<file path="src/rtl/gpio_port_pkg.sv">
package gpio_port_pkg;
  localparam int unsigned NUM_REGS = 8;
  localparam int unsigned IDX_W    = $clog2(NUM_REGS);

  // word index = byte offset / 4
  typedef enum logic [IDX_W-1:0] {
    IDX_OUT   = 3'd0,
    IDX_IN    = 3'd1,
    IDX_DIR   = 3'd2,
    IDX_BYP   = 3'd3,
    IDX_SET   = 3'd4,
    IDX_CLR   = 3'd5,
    IDX_PEN   = 3'd6,
    IDX_PUP   = 3'd7
  } reg_idx_e;
endpackage

</file>
<file path="src/rtl/gpio_sync.sv">
module gpio_sync #(
  parameter int unsigned WIDTH  = 32,
  parameter int unsigned STAGES = 2
) (
  input  logic             clk_i,
  input  logic             rst_ni,
  input  logic [WIDTH-1:0] d_i,
  output logic [WIDTH-1:0] q_o
);
  logic [WIDTH-1:0] stage_q [STAGES];

  for (genvar s = 0; s < STAGES; s++) begin : g_stage
    if (s == 0) begin : g_first
      always_ff @(posedge clk_i or negedge rst_ni)
        if (!rst_ni) stage_q[s] <= '0;
        else         stage_q[s] <= d_i;
    end else begin : g_next
      always_ff @(posedge clk_i or negedge rst_ni)
        if (!rst_ni) stage_q[s] <= '0;
        else         stage_q[s] <= stage_q[s-1];
    end
  end

  assign q_o = stage_q[STAGES-1];
endmodule

</file>
<file path="src/rtl/gpio_port_regs.sv">
module gpio_port_regs
  import gpio_port_pkg::*;
#(
  parameter int unsigned WIDTH = 32
) (
  input  logic             clk_i,
  input  logic             rst_ni,
  input  logic             wr_en_i,
  input  reg_idx_e         idx_i,
  input  logic [WIDTH-1:0] wdata_i,
  output logic [WIDTH-1:0] out_o,
  output logic [WIDTH-1:0] dir_o,
  output logic [WIDTH-1:0] byp_o,
  output logic [WIDTH-1:0] pen_o,
  output logic [WIDTH-1:0] pup_o
);
  logic [WIDTH-1:0] out_q, dir_q, byp_q, pen_q, pup_q;
  logic [WIDTH-1:0] out_d;

  always_comb begin
    out_d = out_q;
    if (wr_en_i) begin
      unique case (idx_i)
        IDX_OUT: out_d = wdata_i;
        IDX_SET: out_d = out_q | wdata_i;
        IDX_CLR: out_d = out_q & ~wdata_i;
        default: out_d = out_q;
      endcase
    end
  end

  always_ff @(posedge clk_i or negedge rst_ni) begin
    if (!rst_ni) begin
      out_q <= '0;
      dir_q <= '0;
      byp_q <= '0;
      pen_q <= '0;
      pup_q <= '0;
    end else begin
      out_q <= out_d;
      if (wr_en_i && idx_i == IDX_DIR) dir_q <= wdata_i;
      if (wr_en_i && idx_i == IDX_BYP) byp_q <= wdata_i;
      if (wr_en_i && idx_i == IDX_PEN) pen_q <= wdata_i;
      if (wr_en_i && idx_i == IDX_PUP) pup_q <= wdata_i;
    end
  end

  assign out_o = out_q;
  assign dir_o = dir_q;
  assign byp_o = byp_q;
  assign pen_o = pen_q;
  assign pup_o = pup_q;

  a_r3_set_keeps_others: assert property (@(posedge clk_i) disable iff (!rst_ni)
    (wr_en_i && idx_i == IDX_SET) |=> (out_o == ($past(out_o) | $past(wdata_i))));

  a_r4_clr_keeps_others: assert property (@(posedge clk_i) disable iff (!rst_ni)
    (wr_en_i && idx_i == IDX_CLR) |=> (out_o == ($past(out_o) & ~$past(wdata_i))));

  a_r2_out_replaced: assert property (@(posedge clk_i) disable iff (!rst_ni)
    (wr_en_i && idx_i == IDX_OUT) |=> (out_o == $past(wdata_i)));
endmodule

</file>
<file path="src/rtl/gpio_port.sv">
module gpio_port
  import gpio_port_pkg::*;
#(
  parameter int unsigned WIDTH       = 32,
  parameter int unsigned ADDR_W      = 8,
  parameter int unsigned SYNC_STAGES = 2
) (
  input  logic              clk_i,
  input  logic              rst_ni,
  input  logic              psel_i,
  input  logic              penable_i,
  input  logic              pwrite_i,
  input  logic [ADDR_W-1:0] paddr_i,
  input  logic [WIDTH-1:0]  pwdata_i,
  output logic [WIDTH-1:0]  prdata_o,
  input  logic [WIDTH-1:0]  pad_in_i,
  output logic [WIDTH-1:0]  pad_out_o,
  output logic [WIDTH-1:0]  pad_oe_o,
  output logic [WIDTH-1:0]  pull_en_o,
  output logic [WIDTH-1:0]  pull_up_o
);
  localparam int unsigned MAP_TOP = IDX_W + 2;

  logic             hit;
  reg_idx_e         idx;
  logic             wr_en;
  logic [WIDTH-1:0] out_r, dir_r, byp_r, pen_r, pup_r, sync_in, pin_rd;

  // aligned and inside the eight-word window
  assign hit   = (paddr_i[1:0] == 2'b00) && (paddr_i[ADDR_W-1:MAP_TOP] == '0);
  assign idx   = reg_idx_e'(paddr_i[MAP_TOP-1:2]);
  assign wr_en = psel_i && penable_i && pwrite_i && hit;

  gpio_port_regs #(.WIDTH(WIDTH)) u_regs (
    .clk_i   (clk_i),
    .rst_ni  (rst_ni),
    .wr_en_i (wr_en),
    .idx_i   (idx),
    .wdata_i (pwdata_i),
    .out_o   (out_r),
    .dir_o   (dir_r),
    .byp_o   (byp_r),
    .pen_o   (pen_r),
    .pup_o   (pup_r)
  );

  gpio_sync #(.WIDTH(WIDTH), .STAGES(SYNC_STAGES)) u_sync (
    .clk_i  (clk_i),
    .rst_ni (rst_ni),
    .d_i    (pad_in_i),
    .q_o    (sync_in)
  );

  assign pin_rd = (byp_r & pad_in_i) | (~byp_r & sync_in);

  always_comb begin
    prdata_o = '0;
    if (psel_i && !pwrite_i && hit) begin
      unique case (idx)
        IDX_OUT: prdata_o = out_r;
        IDX_IN:  prdata_o = pin_rd;
        IDX_DIR: prdata_o = dir_r;
        IDX_BYP: prdata_o = byp_r;
        IDX_PEN: prdata_o = pen_r;
        IDX_PUP: prdata_o = pup_r;
        default: prdata_o = '0;
      endcase
    end
  end

  assign pad_out_o = out_r;
  assign pad_oe_o  = dir_r;
  assign pull_en_o = pen_r;
  assign pull_up_o = pup_r;

  a_r5_dir_to_oe: assert property (@(posedge clk_i) disable iff (!rst_ni)
    (wr_en && idx == IDX_DIR) |=> (pad_oe_o == $past(pwdata_i)));

  a_r9_alias_reads_zero: assert property (@(posedge clk_i) disable iff (!rst_ni)
    (psel_i && !pwrite_i && (!hit || idx == IDX_SET || idx == IDX_CLR)) |-> (prdata_o == '0));

  a_r10_no_write_no_change: assert property (@(posedge clk_i) disable iff (!rst_ni)
    !(psel_i && penable_i && pwrite_i) |=> ($stable(pad_out_o) && $stable(pad_oe_o)
                                           && $stable(pull_en_o) && $stable(pull_up_o)));
endmodule

</file>
<file path="config.mk">
export PLATFORM = sky130hd
export DESIGN_NAME = gpio_port
export DESIGN_NICKNAME = d
export VERILOG_FILES = /design/src/rtl/gpio_port_pkg.sv /design/src/rtl/gpio_sync.sv /design/src/rtl/gpio_port_regs.sv /design/src/rtl/gpio_port.sv
export SDC_FILE = /design/constraint.sdc
export NUM_CORES = 1
export LEC_CHECK = 0
export BUFFER_PORTS_ARGS = -buffer_cell sky130_fd_sc_hd__buf_2
export CAP_MARGIN = 10
export CORE_MARGIN = 1
export CORE_UTILIZATION = 30
export DETAILED_ROUTE_END_ITERATION = 10
export SLEW_MARGIN = 20
export SYNTH_ARGS = -nofsm -noshare
export SYNTH_HDL_FRONTEND = slang
export SYNTH_SLANG_ARGS = --single-unit
</file>
<file path="constraint.sdc">
create_clock -name clk_i -period 3.2 [get_ports clk_i]
set_input_delay 0.16 -clock clk_i [delete_from_list [all_inputs] [get_ports clk_i]]
set_output_delay 0.16 -clock clk_i [all_outputs]
set_load 0.005 [all_outputs]
</file>
* Yosys cells after proc, flatten, opt, wreduce, memory -nomap -nowiden *
Index checks and enable logic that the tools add are counted.

storage, ports and cells
  input port bits = 77
  bits in registers = 224

operators by class
  reductions and logical operators = 16
  mux-type cells = 3
  bitwise operators = 7
  equality and inequality tests = 7

operator list
  cell                  number
  $pmux W32 S6          1
  $and A32 B32 Y32      3
  $pmux W32 S3          1
  $not A32 Y32          2
  $or A32 B32 Y32       2
  $mux W32              1
  $eq A3 B3 Y1 const B  4
  $logic_and A1 B1 Y1   10
  $eq A3 B2 Y1 const B  2
  $logic_not A3 Y1      2
  $eq A3 B1 Y1 const B  1
  $reduce_bool A3 Y1    1
  $logic_not A2 Y1      1
  $reduce_and A2 Y1     1
  $logic_not A1 Y1      1

* Depth between registers and ports, before layout *
  word-level depth = 5
  gate-level depth with buffers = 8
  depth with buffers taken out = 4

* Modules after synthesis *
Synthesis repeated with hierarchy kept, for this count alone.

second synthesis, totals
  cell total of the unflattened synthesis = 805
  area total of the unflattened synthesis = 10,050.9 um^2

by module, submodules not included
  module          area each (um^2)  times used  sequential area each (um^2)  cells each
  gpio_port_regs  6,304.8           1           4,003.8                      454
  gpio_port       1,904.3           1           0.0                          255
  gpio_sync       1,841.8           1           1,601.5                      96

* Least setup slack after synthesis *
Ideal clock, no wire load.

  kind = input-to-reg
  from = input paddr_i[1]
  to = register u_regs.dir_q[11], in the netlist u_regs.dir_o[11]
  path slack = 1.427 ns
  path buffers = 1
  arrival time = 1.648 ns
  stages on the path = 5
  path through = nor4b_2 > nand4_2 > nor4b_4 > buf_4 > mux2_2

on the way
  longest elaborated chain between the ends = 4

ends and longest elaborated chain
  what                  line                  text
  from (decl)           gpio_port.sv:13       input logic [ADDR_W-1:0] paddr_i,
  $logic_not A2 Y1      gpio_port.sv:30       assign hit = (paddr_i[1:0] == 2'b00) && (paddr_i[ADDR_W-1:MAP_TOP] == '0);
  $logic_and A1 B1 Y1   gpio_port.sv:30
  $logic_and A1 B1 Y1   gpio_port.sv:32       assign wr_en = psel_i && penable_i && pwrite_i && hit;
  $logic_and A1 B1 Y1   gpio_port_regs.sv:41  if (wr_en_i && idx_i == IDX_DIR) dir_q <= wdata_i;
  to (signal assigned)  gpio_port_regs.sv:41
  to (decl)             gpio_port_regs.sv:17  logic [WIDTH-1:0] out_q, dir_q, byp_q, pen_q, pup_q;

Every way passes these cells.
A chain may end at the register's enable or synchronous reset.

* Final worst setup path *
  from = input paddr_i[2]
  to = output prdata_o[30]

on the way
  longest elaborated chain between the ends = 3
  elaborated cells on any way between the ends = 8
  classes of those cells = eq/ne (5); mux (2); reduce/logical (1)

ends and longest elaborated chain
  what                                  line             text
  $eq A3 B3 Y1 (tied with other cells)  gpio_port.sv:59  unique case (idx)
  $pmux W32 S6 (*)                      gpio_port.sv:59
  $mux W32 (*)                          gpio_port.sv:58  if (psel_i && !pwrite_i && hit) begin
  to (decl)                             gpio_port.sv:15  output logic [WIDTH-1:0] prdata_o,

Every way passes the cells marked *; elsewhere a longest branch is shown, timed or not.

==> impl_metrics.xml <==
<?xml version="1.0" encoding="UTF-8"?>
<metrics>
  <group name="critical_path">
    <metric name="path_buf_inv" unit="">3</metric>
    <metric name="criticalPathCategory" unit="">in -&gt; out</metric>
    <metric name="worst_setup_start_kind" unit="">input pin</metric>
    <metric name="timing.critical_path.slowest_cell_delay" unit="ns">0.43</metric>
    <metric name="crit_chain" unit="">buf_6, buf_4, mux2_2, a22oi_1, nor2_1, o2bb2ai_1, buf_2</metric>
    <metric name="required" unit="ns">3.04</metric>
    <metric name="cpMaxStageDelayCell" unit="">buf_6</metric>
    <metric name="critical_path.top_delay_family" unit="">buffers and inverters</metric>
    <metric name="critical_path.endpoint_type" unit="">primary output</metric>
    <metric name="maximum_net_fanout_on_the_critical_path" unit="">54</metric>
    <metric name="timing.critical_path.arrival" unit="ns">1.89</metric>
  </group>
  <group name="synthesis">
    <metric name="synth.area.mux_share" unit="%">21.7</metric>
    <metric name="synthesis.nets" unit="">864</metric>
    <metric name="largest_family_of_logic_cells_by_synthesized_area" unit="">multiplexers</metric>
    <metric name="synthFlopType" unit="">dfrtp_1</metric>
    <metric name="post_synth_num_cell_types" unit="">39</metric>
    <metric name="yosysSeqAreaShare" unit="%">56.4</metric>
    <metric name="mappedNetlistArea" unit="mm²">0.00995</metric>
    <metric name="post_synth_and_or_nand_nor_area_fraction" unit="%">8.25</metric>
    <metric name="syn-mean-instance-area" unit="µm²">12.6</metric>
    <metric name="postSynth.asyncResetShare" unit="%">100</metric>
    <metric name="synth_seq_cells" unit="">224</metric>
    <metric name="synth-adder-area-share" unit="%">0</metric>
    <metric name="synth_compound_area_share" unit="%">10.7</metric>
    <metric name="synth_xor_area_share" unit="%">0</metric>
    <metric name="synth_edf_count" unit="">0</metric>
    <metric name="ys_warn_count" unit="">0</metric>
    <metric name="syn_inst" unit="">787</metric>
  </group>
  <group name="route">
    <metric name="wire_per_inst" unit="µm">19.2</metric>
    <metric name="route.detailed.vias_per_inst" unit="">4.95</metric>
    <metric name="post-route-drc-count" unit="">0</metric>
    <metric name="antenna_left" unit="">0</metric>
    <metric name="starting_drt_drc_count" unit="">433</metric>
    <metric name="drt_pre_antenna_iters" unit="">4</metric>
    <metric name="dr_total_vias" unit="">7626</metric>
    <metric name="route.final.wire_length" unit="µm">29600</metric>
  </group>
  <group name="timing">
    <metric name="finalCriticalPeriod" unit="ns">2.05</metric>
    <metric name="rsz0062_at_grt" unit="">false</metric>
    <metric name="finalHoldViolCount" unit="">0</metric>
    <metric name="worst_slew_margin_rel" unit="%">40.0</metric>
    <metric name="setup_total_negative_slack" unit="ns">0</metric>
    <metric name="fmaxAchievable" unit="MHz">489</metric>
    <metric name="final_worst_setup_slack" unit="ns">1.15</metric>
    <metric name="fin_worst_skew" unit="ns">0.00711</metric>
    <metric name="finalMaxSlewViolations" unit="">0</metric>
    <metric name="finalSetupViolCount" unit="">0</metric>
    <metric name="tightest_slew" unit="ns">0.898</metric>
    <metric name="final_min_period_over_clock_period" unit="%">63.9</metric>
  </group>
  <group name="grt">
    <metric name="antenna_found_initial" unit="">0</metric>
    <metric name="grt_util_met3" unit="%">4.19</metric>
    <metric name="total_track_usage" unit="%">17.5</metric>
    <metric name="grt_pass1_wl" unit="µm">46100</metric>
    <metric name="use_met2" unit="%">28.7</metric>
    <metric name="pin_count_of_the_biggest_net_entering_global_routing" unit="">111</metric>
    <metric name="grt_busiest_layer" unit="">met2</metric>
    <metric name="grtUsageMet1" unit="%">23.1</metric>
    <metric name="grt_overflow" unit="">0</metric>
    <metric name="first_global_vias" unit="">7819</metric>
  </group>
  <group name="floorplanning">
    <metric name="die_width" unit="µm">184</metric>
    <metric name="overall_die_area" unit="mm²">0.0339</metric>
    <metric name="design.core.area" unit="mm²">0.0326</metric>
    <metric name="die_h" unit="µm">184</metric>
    <metric name="io-pin-count" unit="">237</metric>
    <metric name="initial_utilization" unit="%">30.5</metric>
    <metric name="rows" unit="">66</metric>
  </group>
  <group name="cells_and_area">
    <metric name="layout.cells.most_common" unit="">buf_2</metric>
    <metric name="mostFrequentLayoutCells" unit="">buf_2, dfrtp_1, mux2_2</metric>
    <metric name="ff_latch_area" unit="mm²">0.00561</metric>
    <metric name="fillerInstances" unit="">3126</metric>
    <metric name="n_antenna_cell" unit="">0</metric>
    <metric name="finish.net_count" unit="">1156</metric>
    <metric name="area_growth" unit="%">33.5</metric>
    <metric name="final_layout_size_suffix_gt1_share" unit="%">42.1</metric>
    <metric name="multiInputGateArea" unit="mm²">0.00409</metric>
  </group>
  <group name="worst_hold_path">
    <metric name="min_path_type" unit="">in -&gt; async</metric>
  </group>
  <group name="power">
    <metric name="pwr_density_cell" unit="mW/mm²">496</metric>
    <metric name="leakage_component_of_the_power" unit="nW">6.40</metric>
    <metric name="ir_drop" unit="mV">0.382</metric>
  </group>
  <group name="clocking">
    <metric name="cts-root-to-sink-buffers" unit="">3</metric>
    <metric name="path_clk_slew" unit="ns">0.06</metric>
    <metric name="clock_root_cell" unit="">clkbuf_16</metric>
    <metric name="cts_tree" unit="">done</metric>
    <metric name="clk_latency" unit="ns">0.53</metric>
    <metric name="postCtsSetupBuffers" unit="">0</metric>
    <metric name="clock_tree.htree_level_count" unit="">1</metric>
    <metric name="numCtsBuffers" unit="">27</metric>
    <metric name="tritoncts_num_sinks" unit="">224</metric>
  </group>
  <group name="place">
    <metric name="routabilityCongestion" unit="">0.784</metric>
    <metric name="port_buffers" unit="">236</metric>
    <metric name="dpl.hpwl" unit="µm">18900</metric>
    <metric name="detailedPlace.worstSlack" unit="ns">0.793</metric>
  </group>
  <group name="run">
    <metric name="maxCapViolCount" unit="">0</metric>
  </group>
  <group name="status">
    <metric name="run_status" unit="">completed</metric>
  </group>
</metrics>
## layer usage
layer  part of all wire [%]  up-vias
li1                       -     3488
met2                     47      231
met3                    6.4       52
met1                     44     3855
met4                    2.7        0
met5                      0        -
## kinds of logic after synthesis
| family | Yosys count |
|---|---|
| DFF | 224 |
| buffers and inverters | 70 |
| AOI/OAI and AO/OA | 163 |
| and+or+nand+nor | 149 |
| muxes | 181 |
## cell type report
cell class	count	share of cell area [%]
tap	442	4.17
multi-input combinational	493	30.8
sequential	224	42.2
clock inverter	14	1.19
timing repair buffer	323	15.7
clock buffer	35	5.69
inverter	10	0.283
## sequential cells by signal, indices dropped and copies added, names as in the netlist
register and cells:
u_regs.byp_o 32, u_regs.dir_o 32, u_regs.out_o 32, u_regs.pen_o 32, u_regs.pup_o 32, u_sync.q_o 32
u_sync.stage_q 32
## per-stage QoR
step	std cells	hold slack, ns	power [mW]	utilization [%]	area, µm²
finish	1541	0.0285	6.59	40.7	13300
CTS	1541	0.0131	6.67	40.7	13300
global placement	1427	-0.0177	3.43	35.9	11700
detailed placement	1427	-0.0161	3.44	35.9	11700
floorplan	787	-0.136	3.18	-	9950
global route	1541	0.0331	6.84	40.7	13300
## path summary, 6_finish.rpt
| check | to | cells after the start | slack (ns) | from |
|---|---|---|---|---|
| min in group clk_i | u_regs.out_o[27] | 4 | 0.22 | pwrite_i |
| max in group asynchronous | u_sync.stage_q[56] | 3 | 2.33 | rst_ni |
| hold / removal | u_regs.pen_o[15] | 2 | 0.03 | rst_ni |
| hold reg to reg | u_sync.q_o[16] | 0 | 0.34 | u_sync.stage_q[48] |
| setup reg to reg | u_regs.dir_o[22] | 1 | 2.38 | u_regs.dir_o[22] |
| setup / recovery | prdata_o[30] | 7 | 1.15 | paddr_i[2] |
## synth_stat cells (4+ instances only)
library cell  instances  area [µm²]
o21ai_0              11        55.1
nand3_1              21         105
inv_1                10        37.5
buf_1                 8        30.0
a22o_1               26         228
nor2_1               56         210
a21oi_1              75         375
o22ai_1               4        25.0
nor3_1               12        60.1
or3_1                22         138
buf_2                24         120
mux2_1               10         113
a31o_2               10        87.6
nand3b_1             22         165
mux2_2              125        1410
dfrtp_1             224        5610
a22oi_1              19         143
o2bb2ai_1            11        96.3
clkbuf_1             25        93.8
mux2i_1              32         320
mux4_2               14         315
## power by group
part	internal, mW	leakage [nW]	switching, mW
sequential	2.91	2.92	0.0427
combinational	0.212	3.02	0.279
clock	1.90	0.457	1.24
## what timing repair did
item,CTS,global route
setup endpoints to repair,0,0
hold endpoints to repair,416,0
hold buffers,65,0
resized for setup,0,0
No activity file was read; power rests on OpenSTA's default activity.
